--- src/rtl/raster_pkg.sv ---
package raster_pkg;

  // Registered sync bundle
  typedef struct packed {
    logic hs_n;
    logic cs_n;
    logic act;
  } raster_sig_t;

endpackage

--- src/rtl/raster_hcount.sv ---
module raster_hcount #(
  parameter int LINE_LEN = 1024,
  localparam int HW = $clog2(LINE_LEN)
) (
  input  logic          clk,
  input  logic          rst,
  output logic [HW-1:0] h_q,
  output logic [HW-1:0] h_nxt,
  output logic          h_wrap
);

  assign h_wrap = (h_q == HW'(LINE_LEN - 1));
  assign h_nxt  = h_wrap ? '0 : h_q + HW'(1);

  always_ff @(posedge clk) begin
    if (rst) h_q <= '0;
    else     h_q <= h_nxt;
  end


  hwrap_chk: assert property (@(posedge clk) disable iff (rst)
    (h_q == HW'(LINE_LEN - 1)) |=> (h_q == '0));

endmodule

--- src/rtl/raster_vcount.sv ---
module raster_vcount #(
  parameter int FRAME_LINES = 312,
  localparam int VW = $clog2(FRAME_LINES)
) (
  input  logic          clk,
  input  logic          rst,
  input  logic          adv,
  output logic [VW-1:0] v_q,
  output logic [VW-1:0] v_nxt
);

  logic last_line;
  assign last_line = (v_q == VW'(FRAME_LINES - 1));

  always_comb begin
    v_nxt = v_q;
    if (adv) v_nxt = last_line ? '0 : v_q + VW'(1);
  end

  always_ff @(posedge clk) begin
    if (rst) v_q <= '0;
    else     v_q <= v_nxt;
  end


  vhold_chk: assert property (@(posedge clk) disable iff (rst)
    !adv |=> $stable(v_q));


  vwrap_chk: assert property (@(posedge clk) disable iff (rst)
    (adv && last_line) |=> (v_q == '0));

endmodule

--- src/rtl/raster_decode.sv ---
module raster_decode
  import raster_pkg::*;
#(
  parameter int HW = 10,
  parameter int VW = 9,
  parameter int HS_END = 75,
  parameter int CS_END_LINE = 2,
  parameter int CS_END_POS = 512,
  parameter int ACT_X0 = 256,
  parameter int ACT_W = 640,
  parameter int ACT_Y0 = 38,
  parameter int ACT_H = 256,
  localparam int ACT_X1 = ACT_X0 + ACT_W,
  localparam int ACT_Y1 = ACT_Y0 + ACT_H
) (
  input  logic          clk,
  input  logic          rst,
  input  logic [HW-1:0] h_nxt,
  input  logic [VW-1:0] v_nxt,
  output raster_sig_t   sig_q
);

  function automatic raster_sig_t decode(input int h, input int v);
    raster_sig_t s;
    s.hs_n = (h >= HS_END);
    s.cs_n = !((v < CS_END_LINE) || (v == CS_END_LINE && h < CS_END_POS));
    s.act  = (h >= ACT_X0) && (h < ACT_X1) && (v >= ACT_Y0) && (v < ACT_Y1);
    return s;
  endfunction

  raster_sig_t sig_d;
  assign sig_d = decode(int'(h_nxt), int'(v_nxt));

  always_ff @(posedge clk) begin
    if (rst) sig_q <= decode(0, 0);
    else     sig_q <= sig_d;
  end

endmodule

--- src/rtl/raster_irq.sv ---
module raster_irq #(
  parameter int HW = 10,
  parameter int VW = 9,
  parameter int IRQ_LINE = 294
) (
  input  logic          clk,
  input  logic          rst,
  input  logic          clr,
  input  logic [HW-1:0] h_nxt,
  input  logic [VW-1:0] v_nxt,
  output logic          irq_q
);

  logic at_line_start, hit_set, hit_top;
  assign at_line_start = (h_nxt == '0);
  assign hit_set = at_line_start && (v_nxt == VW'(IRQ_LINE));
  assign hit_top = at_line_start && (v_nxt == '0);

  always_ff @(posedge clk) begin
    if (rst)                  irq_q <= 1'b0;
    else if (clr || hit_top)  irq_q <= 1'b0;
    else if (hit_set)         irq_q <= 1'b1;
  end


  clr_prio_chk: assert property (@(posedge clk) disable iff (rst)
    clr |=> !irq_q);

endmodule

--- src/rtl/raster_timing_gen.sv ---
module raster_timing_gen
  import raster_pkg::*;
#(
  parameter int LINE_LEN = 1024,
  parameter int FRAME_LINES = 312,
  parameter int HS_END = 75,
  parameter int CS_END_LINE = 2,
  parameter int CS_END_POS = 512,
  parameter int ACT_X0 = 256,
  parameter int ACT_W = 640,
  parameter int ACT_Y0 = 38,
  parameter int ACT_H = 256,
  localparam int HW = $clog2(LINE_LEN),
  localparam int VW = $clog2(FRAME_LINES),
  localparam int IRQ_LINE = ACT_Y0 + ACT_H
) (
  input  logic clk,
  input  logic rst,
  input  logic irq_clear,
  output logic hsync_n,
  output logic csync_n,
  output logic active,
  output logic vsync_irq
);

  logic [HW-1:0] h_q, h_nxt;
  logic [VW-1:0] v_q, v_nxt;
  logic          h_wrap;
  raster_sig_t   sig_q;

  raster_hcount #(.LINE_LEN(LINE_LEN)) u_hcnt (
    .clk(clk), .rst(rst), .h_q(h_q), .h_nxt(h_nxt), .h_wrap(h_wrap)
  );

  raster_vcount #(.FRAME_LINES(FRAME_LINES)) u_vcnt (
    .clk(clk), .rst(rst), .adv(h_wrap), .v_q(v_q), .v_nxt(v_nxt)
  );

  raster_decode #(
    .HW(HW), .VW(VW), .HS_END(HS_END),
    .CS_END_LINE(CS_END_LINE), .CS_END_POS(CS_END_POS),
    .ACT_X0(ACT_X0), .ACT_W(ACT_W), .ACT_Y0(ACT_Y0), .ACT_H(ACT_H)
  ) u_dec (
    .clk(clk), .rst(rst), .h_nxt(h_nxt), .v_nxt(v_nxt), .sig_q(sig_q)
  );

  raster_irq #(.HW(HW), .VW(VW), .IRQ_LINE(IRQ_LINE)) u_irq (
    .clk(clk), .rst(rst), .clr(irq_clear),
    .h_nxt(h_nxt), .v_nxt(v_nxt), .irq_q(vsync_irq)
  );

  assign hsync_n = sig_q.hs_n;
  assign csync_n = sig_q.cs_n;
  assign active  = sig_q.act;


  hsync_pos_chk: assert property (@(posedge clk) disable iff (rst)
    hsync_n == (int'(h_q) >= HS_END));


  active_win_chk: assert property (@(posedge clk) disable iff (rst)
    active |-> (int'(h_q) >= ACT_X0 && int'(h_q) < ACT_X0 + ACT_W &&
                int'(v_q) >= ACT_Y0 && int'(v_q) < IRQ_LINE));


  irq_rise_chk: assert property (@(posedge clk) disable iff (rst)
    $rose(vsync_irq) |-> (h_q == '0 && int'(v_q) == IRQ_LINE));


  irq_top_chk: assert property (@(posedge clk) disable iff (rst)
    (h_q == '0 && v_q == '0) |-> !vsync_irq);


  csync_rel_chk: assert property (@(posedge clk) disable iff (rst)
    $rose(csync_n) |-> (int'(v_q) == CS_END_LINE && int'(h_q) == CS_END_POS));

endmodule

--- config.mk ---
export PLATFORM = sky130hd
export DESIGN_NAME = raster_timing_gen
export DESIGN_NICKNAME = d
export VERILOG_FILES = /design/src/rtl/raster_pkg.sv /design/src/rtl/raster_hcount.sv /design/src/rtl/raster_vcount.sv /design/src/rtl/raster_decode.sv /design/src/rtl/raster_irq.sv /design/src/rtl/raster_timing_gen.sv
export SDC_FILE = /design/constraint.sdc
export NUM_CORES = 1
export LEC_CHECK = 0
export BUFFER_PORTS_ARGS = -buffer_cell sky130_fd_sc_hd__buf_4
export CAP_MARGIN = 30
export CORE_ASPECT_RATIO = 1.1
export CORE_MARGIN = 10
export CORE_UTILIZATION = 62
export CTS_BUF_LIST = sky130_fd_sc_hd__clkbuf_2
export DETAILED_ROUTE_END_ITERATION = 10
export PLACE_DENSITY = 0.87
export SKIP_CTS_REPAIR_TIMING = 1
export SLEW_MARGIN = 20
export SYNTH_ARGS = -nofsm -noshare
export SYNTH_HDL_FRONTEND = slang
export SYNTH_HIERARCHICAL = 1
export SYNTH_SLANG_ARGS = --single-unit
--- constraint.sdc ---
create_clock -name clk -period 3.4 [get_ports clk]
set_clock_uncertainty 0.2 [all_clocks]
set_input_delay 0.17 -clock clk [delete_from_list [all_inputs] [get_ports clk]]
set_output_delay 0.17 -clock clk [all_outputs]
set_load 0.01 [all_outputs]
==> results of run 1 <==
-- power groups by stage --
stage               sequential [mW]  combinational (mW)  clock, mW
finish                        0.289              0.0669      0.108
global placement              0.294              0.0624          0
detailed placement            0.295              0.0640          0
CTS                           0.289              0.0641      0.111
floorplan                     0.292              0.0509          0
global route                  0.292              0.0735      0.123
-- worst max path at each step --
stage / cells after the start / from / end / slack, ps
floorplan: 8 / u_hcnt/h_q[0] / u_irq/irq_q / 460
global placement: 8 / u_hcnt/h_q[0] / u_irq/irq_q / 500
detailed placement: 8 / u_hcnt/h_q[0] / u_irq/irq_q / 370
CTS: 8 / u_hcnt/h_q[0] / u_irq/irq_q / 340
global route: 9 / u_hcnt/h_q[0] / u_dec/sig_q[0] / 140
finish: 8 / u_hcnt/h_q[0] / u_irq/irq_q / 330
-- cells by family (layout without fill, tap and decap cells) --
group,Yosys count,count (layout),synth area share (%)
simple gates,73,73,35.3
compound gates,33,33,18.1
flops,23,23,34.6
buf+inv,8,18,2.63
xor+xnor,7,7,4.61
mux,3,3,2.82
fa+ha+maj,2,2,1.88
-- worst reg2reg max path, cell delays in order, from the launching register on --
cell     delay, ps
dfxtp_1        500
ha_1           330
inv_1          150
nor3_4         300
nand3_2        210
nor3_4         320
o21ai_0        250
or4_1          510
o221a_1        230
-- synth_stat cells, drive strengths merged, types with 3 or more instances --
cell	count	area share, %
dfxtp	23	35
a31oi	5	2.3
nand4	7	4.7
nor2b	6	2.8
a211oi	3	2.4
xnor2	5	3.3
nor3b	3	1.7
nand2	9	2.5
nand3	8	3.4
mux2	3	2.8
nor3	10	5.5
nor4	4	1.9
and3	3	1.5
nor2	9	2.5
o21ai	8	3.0
inv	5	1.4
or3	6	3.2
a21oi	4	1.5
-- stage by stage --
| stage | instance area, um^2 | power, mW |
|---|---|---|
| floorplan | 1330 | 0.343 |
| global placement | 1400 | 0.356 |
| detailed placement | 1400 | 0.359 |
| CTS | 1420 | 0.464 |
| global route | 1440 | 0.488 |
| finish | 1440 | 0.464 |
-- cell type report --
class | instances | share of cell area, %
repair buffers | 9 | 5.03
clock buffers | 4 | 1.39
inverters | 5 | 1.30
flip-flops and latches | 23 | 31.9
well taps | 28 | 2.43
multi-input cells | 118 | 57.9
-- routing by layer --
layer	global-route usage (%)	wire length, um	vias up	share of wire, %
met5	0	0	-	0
met4	6.95	31	0	1.1
met3	2.09	57	4	2.0
met2	25.4	1540	15	54
met1	14.0	1230	566	43
li1	-	-	594	-
-- sequential cells by signal, indices dropped and copies added (netlist names) --
signal / cells
u_irq/irq_q: 1
u_dec/sig_q: 3
u_hcnt/h_q: 10
u_vcnt/v_q: 9
==> results.py, run 1 <==
metrics = {
    "status": {
        "status": "finished, final reports clean",
    },
    "hold_path": {
        "min_path_type": "flop to flop",
        "worstHoldStart": "u_vcnt/v_q[8]",
        "whs_path_depth": 2,
        "whs_endpoint": "u_vcnt/v_q[8]",
    },
    "floorplan": {
        "die_area_mm2": 0.00440,
        "start_util_pct": 65.9,
        "row_count": 17,
        "ios": 7,
        "die_h_um": 68.6,
        "fp.dieW_um": 64.2,
        "core_mm2": 0.00202,
    },
    "power_and_ir_drop": {
        "p_comb_share_pct": 14.4,
        "clock_power_share_pct": 23.3,
        "p_leak_nw": 0.606,
        "intPower_mw": 0.341,
        "switching_share_pct": 26.6,
        "power_density_mw_per_mm2": 322,
        "seqPwrFrac_pct": 62.3,
        "p_sw_mw": 0.123,
        "vdd_drop_max_v": 0.000233,
    },
    "layout": {
        "multi_input_area_um2": 836,
        "nets": 165,
        "fin_cells": 187,
        "layout_commonest_cell": "dfxtp_1",
        "regArea_um2": 460,
        "drive_gt1_share_pct": 17.6,
        "antennaDiodeCount": 0,
        "final_cell_mix": "23 x dfxtp_1, 9 x nor2_1, 9 x nand2_1, 8 x o21ai_0, 8 x nor3_1",
        "final_util_pct": 71.4,
        "syn_to_final_growth_pct": 8.36,
        "fill_cells": 164,
    },
    "synthesis": {
        "synth-seq-area-share_pct": 34.6,
        "yosysUniqueCellTypes": 47,
        "synth.net_count": 154,
        "synth.cell_area_mm2": 0.00133,
        "synth_warnings": 6,
        "synth_seq_cells": 23,
        "synth-async-reset-ratio_pct": 0,
        "synthCells": 149,
        "ys.flop_type": "dfxtp_1",
        "synth_edf_count": 0,
        "avgSynthCellArea_um2": 8.93,
    },
    "sta": {
        "final.setup.tns_ps": 0,
        "hold_violations": 0,
        "rsz0062_at_grt": "no",
        "period_needed_ps": 3070,
        "slew_headroom_pct": 68.9,
        "post-route-period-util_pct": 90.2,
        "hold-worst-slack_ps": 362,
        "max_clock_freq_mhz": 326,
        "fin_ws_ps": 333,
        "worst_slew_pin_slew_ps": 461,
        "finalSetupViolCount": 0,
        "drv_slew": 0,
    },
    "worst_setup_path": {
        "worst_setup_path_end_kind": "flop",
        "cp-start-kind": "flop",
        "worstPathArrival_ps": 3110,
        "r2r-start": "u_hcnt/h_q[0]",
        "setup.worst_path.class": "flop to flop",
        "crit_family": "simple AND/OR/NAND/NOR gates",
        "rr_worst_depth": 8,
        "crit_top_cell": "nor3_4",
        "required_ps": 3440,
        "worstReg2RegEnd": "u_irq/irq_q",
        "crit_slowest_cell": "or4_1",
        "critical_path.max_fanout": 8,
        "cp_cell_sequence": "ha_1 -> inv_1 -> nor3_4 -> nand3_2 -> nor3_4 -> o21ai_0 -> or4_1 -> o221a_1",
        "rrSetupSlack_ps": 330,
        "crit_buf_inv": 1,
        "max_stage_delay_ps": 510,
    },
    "clocking": {
        "cts_tree": "yes",
        "cts.path.max_buffers": 2,
        "path_clk_slew_ps": 200,
        "clockRootBuffer": "clkbuf_2",
        "clock_sinks": 23,
        "clock_latency_ps": 320,
        "tritoncts.num_buffers": 3,
        "h-tree-depth": 1,
    },
    "grt": {
        "track_usage_pct": 13.3,
        "antenna_found_initial": 0,
        "grt_remaining_overflow": 0,
        "grt_pass1_wl_um": 4810,
        "grt_pass1_vias": 1120,
        "grt_max_degree": 24,
    },
    "drt": {
        "via_count": 1179,
        "drt_pass1_iterations": 4,
        "routed_via_density": 6.30,
        "wl_um": 2860,
        "drc": 0,
        "wire_per_inst_um": 15.3,
        "final_antenna_net_count": 0,
        "drtIter0Drc": 63,
    },
    "place": {
        "dp_hpwl_um": 2230,
        "dp_cells": 181,
        "dp_slack_ps": 373,
        "port_buffers": 6,
        "gp_congestion": 0.923,
    },
    "job": {
        "max-cap-violations": 0,
    },
}
No activity file was read; power rests on OpenSTA's default activity.
==> run 2, diff against run 1 <==
--- a/config.mk
+++ b/config.mk
@@ -12,7 +12,7 @@
 export CORE_UTILIZATION = 62
 export CTS_BUF_LIST = sky130_fd_sc_hd__clkbuf_2
 export DETAILED_ROUTE_END_ITERATION = 10
-export PLACE_DENSITY = 0.87
+export PLACE_DENSITY = 0.81
 export SKIP_CTS_REPAIR_TIMING = 1
 export SLEW_MARGIN = 20
 export SYNTH_ARGS = -nofsm -noshare
==> results.py, run 2 (synthesized netlist as in run 1, its figures left out) <==
metrics = {
    "status": {
        "status": "finished, final reports clean",
    },
    "drt": {
        "final_antenna_net_count": 0,
        "via_count": 1246,
        "drtIter0Drc": 54,
        "drt_pass1_iterations": 4,
        "drc": 0,
        "routed_via_density": 6.66,
        "dr_wl_met3_um": 95,
        "wire_per_inst_um": 16.6,
        "met1_length_um": 1310,
        "dr_wl_met2_um": 1660,
        "wl_um": 3100,
        "route.top_layer_used": "met4",
    },
    "worst_setup_path": {
        "r2r-start": "u_hcnt/h_q[0]",
        "rrSetupSlack_ps": 310,
        "max_stage_delay_ps": 520,
        "cp_cell_sequence": "ha_1 -> inv_1 -> nor3_4 -> nand3_2 -> nor3_4 -> o21ai_0 -> or4_1 -> o221a_1",
        "critical_path.max_fanout": 8,
        "worstPathArrival_ps": 3150,
        "crit_buf_inv": 1,
        "crit_family": "simple AND/OR/NAND/NOR gates",
        "cp-start-kind": "flop",
        "required_ps": 3460,
        "setup.worst_path.class": "flop to flop",
        "crit_slowest_cell": "or4_1",
        "rr_worst_depth": 8,
        "worstReg2RegEnd": "u_irq/irq_q",
        "worst_setup_path_end_kind": "flop",
        "crit_top_cell": "nor3_4",
    },
    "floorplan": {
        "ios": 7,
        "die_h_um": 68.6,
        "fp.dieW_um": 64.2,
        "row_count": 17,
        "die_area_mm2": 0.00440,
        "core_mm2": 0.00202,
        "start_util_pct": 65.9,
    },
    "place": {
        "dp_cells": 181,
        "port_buffers": 6,
        "gp_congestion": 0.905,
        "dp_hpwl_um": 2270,
    },
    "layout": {
        "syn_to_final_growth_pct": 8.36,
        "fin_cells": 187,
        "layout_commonest_cell": "dfxtp_1",
        "final_cell_mix": "23 x dfxtp_1, 9 x nor2_1, 9 x nand2_1, 8 x o21ai_0, 8 x nor3_1",
        "antennaDiodeCount": 0,
        "largest_reg_flops": 10,
        "top_regs": "u_hcnt/h_q: 10 flops, u_vcnt/v_q: 9 flops, u_dec/sig_q: 3 flops",
        "max_flop_register": "u_hcnt/h_q",
        "drive_gt1_share_pct": 17.6,
        "nets": 165,
        "final_util_pct": 71.4,
    },
    "job": {
        "max-cap-violations": 0,
    },
    "clocking": {
        "tritoncts.num_buffers": 3,
        "clock_sinks": 23,
        "cts.path.max_buffers": 2,
        "clock_latency_ps": 330,
        "path_clk_slew_ps": 220,
        "h-tree-depth": 1,
        "clockRootBuffer": "clkbuf_2",
        "cts_tree": "yes",
    },
    "power_and_ir_drop": {
        "power_density_mw_per_mm2": 326,
        "p_leak_nw": 0.606,
        "power_mw": 0.470,
        "vdd_drop_max_v": 0.000231,
    },
    "grt": {
        "track_usage_pct": 14.1,
        "grt_max_degree": 24,
        "grt_pass1_wl_um": 5040,
        "antenna_found_initial": 0,
        "grt_pass1_vias": 1172,
        "grt_remaining_overflow": 0,
    },
    "hold_path": {
        "min_path_type": "flop to flop",
        "whs_path_depth": 1,
        "worstHoldStart": "u_irq/irq_q",
        "whs_endpoint": "u_irq/irq_q",
    },
    "sta": {
        "period_needed_ps": 3090,
        "rsz0062_at_grt": "no",
        "hold_violations": 0,
        "final.setup.tns_ps": 0,
        "finalSetupViolCount": 0,
        "worst_slew_pin_slew_ps": 462,
        "hold-worst-slack_ps": 382,
        "post-route-period-util_pct": 90.8,
        "drv_slew": 0,
        "slew_headroom_pct": 68.9,
        "max_clock_freq_mhz": 324,
    },
}
-- run 2: changes by cell type in the layout (fill, tap and decap cells not counted), sizes merged --
cell / change
clkbuf: -1
clkinv: +1
-- run 2: worst register-to-register path: stages, from the launching register on --
cell     delay [ps]
dfxtp_1         500
ha_1            330
inv_1           150
nor3_4          310
nand3_2         200
nor3_4          320
o21ai_0         260
or4_1           520
o221a_1         230
-- run 2: layer usage --
layer	up-vias	GRT usage, %
li1	594	-
met1	614	15.7
met2	34	25.5
met3	4	1.93
met4	0	8.29
met5	-	0
-- run 2: how the worst max path moves through the flow --
stage	startpoint	endpoint	cells past startpoint
after floorplan	u_hcnt/h_q[0]	u_irq/irq_q	8
after global placement	u_hcnt/h_q[0]	u_irq/irq_q	8
after detailed placement	u_hcnt/h_q[0]	u_irq/irq_q	8
after CTS	u_hcnt/h_q[0]	u_irq/irq_q	8
after global routing	u_hcnt/h_q[0]	u_irq/irq_q	8
final	u_hcnt/h_q[0]	u_irq/irq_q	8
-- run 2: layout make-up --
| cell class | instances | area, um^2 |
|---|---|---|
| well taps | 28 | 35.0 |
| repair buffers | 9 | 72.6 |
| clock buffers | 3 | 15.0 |
| multi-input cells | 118 | 836 |
| inverters | 5 | 18.8 |
| flip-flops and latches | 23 | 460 |
| clock inverters | 1 | 5.00 |
| fillers | 161 | 578 |
-- run 2: power by group --
part	internal, mW	switching (mW)
Combinational	0.0309	0.0374
Clock	0.0267	0.0848
Sequential	0.279	0.0113
Total	0.336	0.134
-- run 2: stage by stage --
step / setup WS (ps) / instance area (um^2)
3_3_place_gp: 457 / 1400
3_5_place_dp: 347 / 1400
2_1_floorplan: 460 / 1330
5_1_grt: 65.0 / 1440
6_report: 314 / 1440
4_1_cts: 320 / 1420
==> run 3, diff against run 2 <==
--- a/config.mk
+++ b/config.mk
@@ -13,6 +13,7 @@
 export CTS_BUF_LIST = sky130_fd_sc_hd__clkbuf_2
 export DETAILED_ROUTE_END_ITERATION = 10
 export PLACE_DENSITY = 0.81
+export RECOVER_POWER = 50
 export SKIP_CTS_REPAIR_TIMING = 1
 export SLEW_MARGIN = 20
 export SYNTH_ARGS = -nofsm -noshare
==> results.py, run 3 (synthesized netlist as in run 1, its figures left out) <==
metrics = {
    "grt": {
        "grt_pass1_vias": 1172,
        "track_usage_pct": 14.1,
        "grt_max_degree": 24,
        "antenna_found_initial": 0,
        "grt_pass1_wl_um": 5040,
        "grt_remaining_overflow": 0,
    },
    "worst_setup_path": {
        "setup.worst_path.class": "flop to flop",
        "critical_path.startpoint": "u_hcnt/h_q[0]",
        "worst_setup_path_end_kind": "flop",
        "required_ps": 3470,
        "crit_top_cell": "nor3_4",
        "cp-start-kind": "flop",
        "crit_family": "simple AND/OR/NAND/NOR gates",
        "max_stage_delay_ps": 520,
        "rr_worst_depth": 8,
        "worstReg2RegEnd": "u_irq/irq_q",
        "rrSetupSlack_ps": 310,
        "critical_path.max_fanout": 8,
        "crit_end": "u_irq/irq_q",
        "crit_slowest_cell": "or4_1",
        "worstPathArrival_ps": 3160,
        "cp.depth": 8,
        "cp_cell_sequence": "ha_1 -> inv_1 -> nor3_4 -> nand3_2 -> nor3_4 -> o21ai_0 -> or4_1 -> o221a_1",
        "r2r-start": "u_hcnt/h_q[0]",
        "crit_buf_inv": 1,
    },
    "sta": {
        "post-route-period-util_pct": 90.9,
        "hold_violations": 0,
        "drv_slew": 0,
        "period_needed_ps": 3090,
        "worst_slew_pin_slew_ps": 475,
        "max_clock_freq_mhz": 324,
        "fin_ws_ps": 311,
        "final.setup.tns_ps": 0,
        "rsz0062_at_grt": "no",
        "finalSetupViolCount": 0,
        "slew_headroom_pct": 68.0,
        "hold-worst-slack_ps": 374,
    },
    "layout": {
        "largest_reg_flops": 10,
        "syn_to_final_growth_pct": 6.77,
        "max_flop_register": "u_hcnt/h_q",
        "regArea_um2": 460,
        "layout_commonest_cell": "dfxtp_1",
        "stdcell_area_mm2": 0.00142,
        "antennaDiodeCount": 0,
        "nets": 165,
        "fill_cells": 162,
        "fin_cells": 187,
        "final_cell_mix": "23 x dfxtp_1, 9 x nor2_1, 9 x nand2_1, 8 x o21ai_0, 8 x nor3_1",
        "final_util_pct": 70.3,
        "multi_input_area_um2": 830,
        "top_regs": "u_hcnt/h_q: 10 flops, u_vcnt/v_q: 9 flops, u_dec/sig_q: 3 flops",
        "drive_gt1_share_pct": 14.5,
    },
    "floorplan": {
        "start_util_pct": 65.9,
        "ios": 7,
        "core_mm2": 0.00202,
        "die_h_um": 68.6,
        "row_count": 17,
        "die_area_mm2": 0.00440,
        "fp.dieW_um": 64.2,
    },
    "place": {
        "dp_hpwl_um": 2270,
        "dp_slack_ps": 347,
        "dpl_cell_area_mm2": 0.00140,
        "port_buffers": 6,
        "dp_cells": 181,
        "gp_congestion": 0.905,
    },
    "power_and_ir_drop": {
        "clock_power_share_pct": 23.8,
        "vdd_drop_max_v": 0.000232,
        "power_mw": 0.468,
        "power_density_mw_per_mm2": 329,
        "p_sw_mw": 0.133,
        "intPower_mw": 0.335,
        "seqPwrFrac_pct": 62.0,
        "p_comb_share_pct": 14.2,
        "p_leak_nw": 0.580,
        "switching_share_pct": 28.4,
    },
    "clocking": {
        "cts.path.max_buffers": 2,
        "cts_tree": "yes",
        "tritoncts.num_buffers": 3,
        "clock_sinks": 23,
        "h-tree-depth": 1,
        "clock_latency_ps": 330,
        "path_clk_slew_ps": 230,
        "clockRootBuffer": "clkbuf_2",
    },
    "drt": {
        "drtIter0Drc": 82,
        "wl_um": 3100,
        "wire_per_inst_um": 16.6,
        "routed_via_density": 6.62,
        "drc": 0,
        "drt_pass1_iterations": 4,
        "final_antenna_net_count": 0,
        "via_count": 1238,
    },
    "status": {
        "status": "finished, final reports clean",
    },
    "hold_path": {
        "min_path_type": "flop to flop",
    },
    "job": {
        "max-cap-violations": 0,
    },
}
-- run 3: cell types whose count changed in the layout (fill, tap and decap cells not counted), sizes merged --
cell and change:
buf -4, clkbuf +4
-- run 3: area by class of cell --
class / instances / area share (%)
Multi-Input combinational cell: 118 / 58.4
Sequential cell: 23 / 32.4
Timing Repair Buffer: 9 / 4.05
Tap cell: 28 / 2.46
Inverter: 5 / 1.32
Clock buffer: 3 / 1.06
Clock inverter: 1 / 0.352
-- run 3: power groups by stage --
stage	sequential, mW	clock [mW]	combinational [mW]
after floorplan	0.292	0	0.0509
after global placement	0.294	0	0.0627
after detailed placement	0.295	0	0.0651
after CTS	0.290	0.115	0.0655
after global routing	0.292	0.127	0.0723
final	0.290	0.111	0.0663
-- run 3: worst min path at each step --
stage	from	endpoint	slack [ps]	cells past startpoint
floorplan	rst	u_dec/sig_q[1]	40	1
global placement	irq_clear	u_irq/irq_q	230	3
detailed placement	irq_clear	u_irq/irq_q	240	3
CTS	irq_clear	u_irq/irq_q	-150	3
global route	u_irq/irq_q	u_irq/irq_q	410	1
finish	u_irq/irq_q	u_irq/irq_q	370	1
-- run 3: layer usage --
metal / vias up / track usage (%) / wire length (um) / share of wire (%)
met1: 601 / 15.7 / 1310 / 42
li1: 591 / - / - / -
met2: 38 / 25.5 / 1640 / 53
met3: 8 / 1.93 / 84 / 2.7
met4: 0 / 8.29 / 64 / 2.1
met5: - / 0 / 0 / 0
